--- src/rtl/spi_xfer_pkg.sv ---
package spi_xfer_pkg;
  typedef struct packed {
    logic idle_hi;
    logic tx_fall;
    logic rx_fall;
    logic sel_hi;
    logic half;
    logic dir_tx;
  } spi_cfg_t;
endpackage

--- src/rtl/spi_sclk_timer.sv ---
module spi_sclk_timer #(
  parameter int DIV_W = 8,
  parameter int EDGES = 32,
  localparam int TK_W = $clog2(EDGES + 1)
) (
  input  logic             clk,
  input  logic             rst,
  input  logic             load,
  input  logic             run,
  input  logic [DIV_W-1:0] div_in,
  output logic             tick,
  output logic [TK_W-1:0]  tk
);
  localparam logic [TK_W-1:0] TK_LAST = TK_W'(EDGES);

  logic [DIV_W-1:0] div_r;
  logic [DIV_W-1:0] cnt;
  logic [DIV_W-1:0] div_eff;

  assign div_eff = (div_in == '0) ? DIV_W'(1) : div_in;
  assign tick    = run && (cnt == '0);

  always_ff @(posedge clk) begin
    if (rst) begin
      div_r <= DIV_W'(1);
      cnt   <= '0;
      tk    <= '0;
    end else if (load) begin
      div_r <= div_eff;
      cnt   <= div_eff - DIV_W'(1);
      tk    <= '0;
    end else if (run) begin
      if (cnt == '0) begin
        cnt <= div_r - DIV_W'(1);
        if (tk != TK_LAST) tk <= tk + TK_W'(1);
      end else begin
        cnt <= cnt - DIV_W'(1);
      end
    end
  end

  a_r8_tk_bound: assert property (@(posedge clk) disable iff (rst) tk <= TK_LAST);
  a_r8_div_nonzero: assert property (@(posedge clk) disable iff (rst) div_r != '0);
endmodule

--- src/rtl/spi_shift_pair.sv ---
module spi_shift_pair #(
  parameter int WORD_W = 16
) (
  input  logic              clk,
  input  logic              rst,
  input  logic              load,
  input  logic [WORD_W-1:0] load_word,
  input  logic              tx_step,
  input  logic              rx_step,
  input  logic              rx_bit,
  output logic              tx_bit,
  output logic [WORD_W-1:0] rx_data
);
  logic [WORD_W-1:0] tx_sh;
  logic [WORD_W-1:0] rx_sh;

  always_ff @(posedge clk) begin
    if (rst) begin
      tx_sh <= '0;
    end else if (load) begin
      tx_sh <= load_word;
    end else if (tx_step) begin
      tx_sh <= {tx_sh[WORD_W-2:0], 1'b0};
    end
  end

  always_ff @(posedge clk) begin
    if (rst) begin
      rx_sh <= '0;
    end else if (rx_step) begin
      rx_sh <= {rx_sh[WORD_W-2:0], rx_bit};
    end
  end

  assign tx_bit  = tx_sh[WORD_W-1];
  assign rx_data = rx_sh;

  a_r5_load_msb: assert property (@(posedge clk) disable iff (rst)
    load |=> tx_bit == $past(load_word[WORD_W-1]));
endmodule

--- src/rtl/spi_xfer_master.sv ---
module spi_xfer_master
  import spi_xfer_pkg::*;
#(
  parameter int WORD_W = 16,
  parameter int DIV_W  = 8
) (
  input  logic              clk,
  input  logic              rst,
  input  logic              start,
  input  logic [WORD_W-1:0] tx_word,
  input  logic [DIV_W-1:0]  div_cnt,
  input  logic              cfg_idle_hi,
  input  logic              cfg_tx_fall,
  input  logic              cfg_rx_fall,
  input  logic              cfg_sel_hi,
  input  logic              cfg_half,
  input  logic              cfg_dir_tx,
  input  logic              miso,
  input  logic              sio_in,
  output logic              sclk,
  output logic              sel_out,
  output logic              mosi,
  output logic              mosi_oe,
  output logic              busy,
  output logic              done,
  output logic [WORD_W-1:0] rx_word
);
  localparam int EDGES = 2 * WORD_W;
  localparam int TK_W  = $clog2(EDGES + 1);
  localparam logic [TK_W-1:0] TK_LAST = TK_W'(EDGES);

  spi_cfg_t          cfg_in;
  spi_cfg_t          cfg_l;
  logic              accept;
  logic              tick;
  logic [TK_W-1:0]   tk;
  logic              edge_now;
  logic              fin_now;
  logic              tx_step;
  logic              rx_step;
  logic              rx_src;
  logic [WORD_W-1:0] rx_data;
  logic              sclk_r;
  logic              sel_r;
  logic              oe_r;
  logic              busy_r;
  logic              done_r;
  logic [WORD_W-1:0] rx_word_r;

  assign cfg_in = '{idle_hi: cfg_idle_hi, tx_fall: cfg_tx_fall, rx_fall: cfg_rx_fall,
                    sel_hi: cfg_sel_hi, half: cfg_half, dir_tx: cfg_dir_tx};

  assign accept   = start && !busy_r;
  assign edge_now = tick && (tk != TK_LAST);
  assign fin_now  = tick && (tk == TK_LAST);
  assign tx_step  = edge_now && (sclk_r == cfg_l.tx_fall) && (tk != '0);
  assign rx_step  = edge_now && (sclk_r == cfg_l.rx_fall);
  assign rx_src   = cfg_l.half ? sio_in : miso;

  spi_sclk_timer #(.DIV_W(DIV_W), .EDGES(EDGES)) u_timer (
    .clk    (clk),
    .rst    (rst),
    .load   (accept),
    .run    (busy_r),
    .div_in (div_cnt),
    .tick   (tick),
    .tk     (tk)
  );

  spi_shift_pair #(.WORD_W(WORD_W)) u_shift (
    .clk       (clk),
    .rst       (rst),
    .load      (accept),
    .load_word (tx_word),
    .tx_step   (tx_step),
    .rx_step   (rx_step),
    .rx_bit    (rx_src),
    .tx_bit    (mosi),
    .rx_data   (rx_data)
  );

  always_ff @(posedge clk) begin
    if (rst) begin
      cfg_l     <= '0;
      sclk_r    <= 1'b0;
      sel_r     <= 1'b1;
      oe_r      <= 1'b1;
      busy_r    <= 1'b0;
      done_r    <= 1'b0;
      rx_word_r <= '0;
    end else begin
      done_r <= 1'b0;
      if (accept) begin
        cfg_l  <= cfg_in;
        busy_r <= 1'b1;
        sclk_r <= cfg_in.idle_hi;
        sel_r  <= cfg_in.sel_hi;
        oe_r   <= !(cfg_in.half && !cfg_in.dir_tx);
      end else if (busy_r) begin
        if (edge_now) sclk_r <= !sclk_r;
        if (fin_now) begin
          busy_r    <= 1'b0;
          done_r    <= 1'b1;
          sel_r     <= !cfg_l.sel_hi;
          oe_r      <= 1'b1;
          rx_word_r <= rx_data;
        end
      end else begin
        sclk_r <= cfg_in.idle_hi;
        sel_r  <= !cfg_in.sel_hi;
        oe_r   <= 1'b1;
      end
    end
  end

  assign sclk    = sclk_r;
  assign sel_out = sel_r;
  assign mosi_oe = oe_r;
  assign busy    = busy_r;
  assign done    = done_r;
  assign rx_word = rx_word_r;

  a_r1_idle_at_end: assert property (@(posedge clk) disable iff (rst)
    done |-> sclk == cfg_l.idle_hi);
  a_r2_tx_edge_only: assert property (@(posedge clk) disable iff (rst)
    (busy && $past(busy) && !$stable(mosi)) |-> (($past(sclk) == cfg_l.tx_fall) && (sclk != $past(sclk))));
  a_r4_sel_active: assert property (@(posedge clk) disable iff (rst)
    busy |-> sel_out == cfg_l.sel_hi);
  a_r6_oe_off: assert property (@(posedge clk) disable iff (rst)
    (busy && cfg_l.half && !cfg_l.dir_tx) |-> !mosi_oe);
  a_r7_oe_on: assert property (@(posedge clk) disable iff (rst)
    (busy && !cfg_l.half) |-> mosi_oe);
  a_r9_done_single: assert property (@(posedge clk) disable iff (rst)
    done |=> !done);
  a_r9_done_idle: assert property (@(posedge clk) disable iff (rst)
    done |-> (!busy && sel_out != cfg_l.sel_hi));
  a_r10_cfg_hold: assert property (@(posedge clk) disable iff (rst)
    (busy && $past(busy)) |-> $stable(cfg_l));
endmodule

--- config.mk ---
export PLATFORM = sky130hd
export DESIGN_NAME = spi_xfer_master
export DESIGN_NICKNAME = d
export VERILOG_FILES = /design/src/rtl/spi_xfer_pkg.sv /design/src/rtl/spi_sclk_timer.sv /design/src/rtl/spi_shift_pair.sv /design/src/rtl/spi_xfer_master.sv
export SDC_FILE = /design/constraint.sdc
export NUM_CORES = 1
export LEC_CHECK = 0
export ABC_CLOCK_PERIOD_IN_PS = 2300
export BUFFER_PORTS_ARGS = -buffer_cell sky130_fd_sc_hd__buf_4
export CAP_MARGIN = 20
export CORE_AREA = 2 2 89 91
export CTS_CLUSTER_DIAMETER = 40
export DETAILED_ROUTE_END_ITERATION = 8
export DIE_AREA = 0 0 91 93
export GPL_TIMING_DRIVEN = 0
export PLACE_DENSITY_LB_ADDON = 0.08
export SLEW_MARGIN = 20
export SYNTH_ARGS = -nofsm -noshare
export SYNTH_HDL_FRONTEND = slang
export SYNTH_HIERARCHICAL = 1
export SYNTH_SLANG_ARGS = --single-unit
--- constraint.sdc ---
create_clock -name clk -period 2.3 [get_ports clk]
set_input_delay 0.345 -clock clk [delete_from_list [all_inputs] [get_ports clk]]
set_output_delay 0.345 -clock clk [all_outputs]
set_load 0.02 [all_outputs]
==> results.toml <==
[min_path]
hp-class = "in -> reg"

[clocking]
clock_latency_ps = 350
cts_root_buf = "clkbuf_8"
cts_num_sinks = 79
htreeDepth = 3
clk_pin_slew_ps = 80
cts_hold_buf = 0
numCtsBuffers = 9
clockBufferDepth = 2
cts_tree = "yes"

[die]
die_area_sq_mm = 0.00846
die_x_um = 91
core_area_sq_mm = 0.00753
rows = 32
start_util_pct = 49.7
ios = 57
die_y_um = 93

[global_route]
grt_pass1_wl_um = 14400
grt_max_degree = 14
grt_pass1_vias = 3056
grt_util_met3_pct = 4.92
grt_usage_pct = 21.1
grt_busiest_layer = "met2"
grt-ovfl-total = 0
antenna_found_initial = 0
use_met2_pct = 33.1
met1_usage_pct = 28.5

[synthesis]
synth.distinct_cells = 58
async_flop_share_pct = 0
synth_edf_count = 0
synth_flop_cell = "dfxtp_1"
synth_fp_nets = 441
ys_ff_latch = 79
ys_warn_count = 6
syn_avg_cell_area_sq_um = 9.29
synthCells = 403
synth.cell_area_sq_mm = 0.00374
seq_area_frac_synth_pct = 42.3

[place]
gp_congestion = 0.809
place_inst = 561
dp_hpwl_um = 5980
io_buffers = 56

[sta]
final.period_utilization_pct = 96.5
slew_viol_final = 0
rsz0062_at_grt = "false"
skew_ps = 11.1
setup_violations = 0
layout_min_cycle_time_ps = 2220
fin_tns_setup_ps = 0
fmax_mhz = 450
hold_violations = 0
tightest_slew_ps = 630
relSlewSlack_pct = 57.8
fin_hold_ws_ps = 225

[final_layout]
layout_common_cells = "dfxtp_1, buf_4, nor2_1"
fill_cells = 671
final_util_pct = 62.5
synthToLayoutAreaGrowth_pct = 25.7
diodes = 0
final_nets = 518
final_cells = 587
layout_commonest_cell = "dfxtp_1"
drive_above_1_share_pct = 26.6

[critical_path]
critPathLaunchType = "register"
worstSetupEndpointType = "register"
arrival_ps = 2440
path_max_fanout = 7
critPathRequiredTime_ps = 2520
crit_type = "reg -> reg"

[status]
status = "complete, no violations"

[pwr]
power_frac_clock_pct = 37.9
p_seq_share_pct = 44.5
p_leak_nw = 1.78
ir_drop_v = 0.000349
pwr_density_cell_mw_per_mm2 = 711
combPwrFrac_pct = 17.6
intPower_w = 0.00247
switching_share_pct = 26.2
power_w = 0.00334
switchingPower_w = 0.000877

[detailed_routing]
via_count = 3221
drc_errors = 0
drtAntennaViolNets = 0
dr.pass1.iters = 4
drt_iter0_drc = 142
via_per_inst = 5.49
wl_per_cell_um = 15.0
wirelength_um = 8790

[run]
cap_viol_max_count = 0
==> kinds of logic after synthesis <==
logic type / count (synthesis) / synth area share (%)
mux: 44 / 11.8
compound gates: 87 / 16.1
flops: 79 / 42.3
xor+xnor: 10 / 2.34
fa+ha+maj: 3 / 1.00
simple gates: 139 / 20.2
buf+inv: 41 / 6.32
==> metal layers <==
metal  up-vias  routed length, um
li1       1614                  -
met1      1510               4180
met2        80               3980
met3        17                450
met4         0                178
met5         -                  0
==> power by group through the flow <==
stage	logic (W)	clock network, W	registers, W
5_1_grt	0.000639	0.00135	0.00150
4_1_cts	0.000540	0.00129	0.00149
3_3_place_gp	0.000516	0	0.00152
2_1_floorplan	0.000373	0	0.00151
3_5_place_dp	0.000521	0	0.00152
6_report	0.000588	0.00127	0.00149
==> registers in the layout, indices dropped and copies added (netlist names) <==
register         cells
rx_word             16
done                 1
busy                 1
sel_out              1
cfg_l                4
mosi_oe              1
u_timer/cnt          8
u_shift/rx_data     16
u_shift/tx_sh       16
sclk                 1
u_timer/tk           6
u_timer/div_r        8
==> synth_stat cells, types with 3 or more instances <==
master    number  area share [%]
a211oi_1      16             3.2
a211oi_2       3             1.0
a21oi_1       33             4.4
buf_2          8             1.1
buf_4          4            0.80
buf_6          4             1.2
clkbuf_1      11             1.1
dfxtp_1       79              42
ha_1           3             1.0
inv_1          8            0.80
mux2i_1       43              12
nand2_1       13             1.3
nand2b_1       4            0.67
nand3_1        5            0.67
nand4_1       19             3.2
nor2_1        49             4.9
nor2b_1       17             2.8
nor3_1         9             1.2
nor4_1         3            0.50
o21ai_0        4            0.53
o31ai_1       14             2.8
or2_2          3            0.50
xnor2_1        6             1.4
xor2_1         4            0.94
==> cell type report <==
cell class	instances	area, sq um	area share, %
clock buffers	11	141	3.01
inverters	9	36.3	0.771
clock inverters	5	105	2.23
multi-input cells	283	1980	42.0
repair buffers	67	500	10.6
plain buffers	31	231	4.92
well taps	102	128	2.71
flip-flops and latches	79	1590	33.7
==> worst paths after layout <==
check	startpoint	to	slack (ps)	cells after the start
worst max-delay path	busy	u_timer/cnt[4]	80	13
worst min-delay path	rst	u_shift/tx_sh[15]	220	2
worst max register to register	busy	u_timer/cnt[4]	80	13
worst min register to register	rx_word[9]	rx_word[9]	470	2
==> critical path, stage by stage (launching register included) <==
cell and delay (ps):
dfxtp_4 350, buf_6 130, nor2b_4 110, buf_6 140, inv_4 60, a311oi_4 330, a21oi_2 90, inv_1 70
ha_2 200, nand2_2 70, nor2_1 90, nor3b_1 50, nor4_1 270, nor3_1 80
==> metrics by stage <==
step | instance area (sq um) | setup WS, ps
after CTS | 4600 | 8.42
after floorplan | 3750 | 82.8
after global routing | 4700 | 3.15
after global placement | 4300 | -290
after detailed placement | 4300 | -275
final | 4700 | 79.8
==> what timing repair did <==
action / in CTS / in global routing
pin swaps: 1 / 4
cloned: 1 / 0
setup endpoints to repair: 23 / 35
buffers inserted: 0 / 10
resized for setup: 10 / 11
No activity file was read; power rests on OpenSTA's default activity.
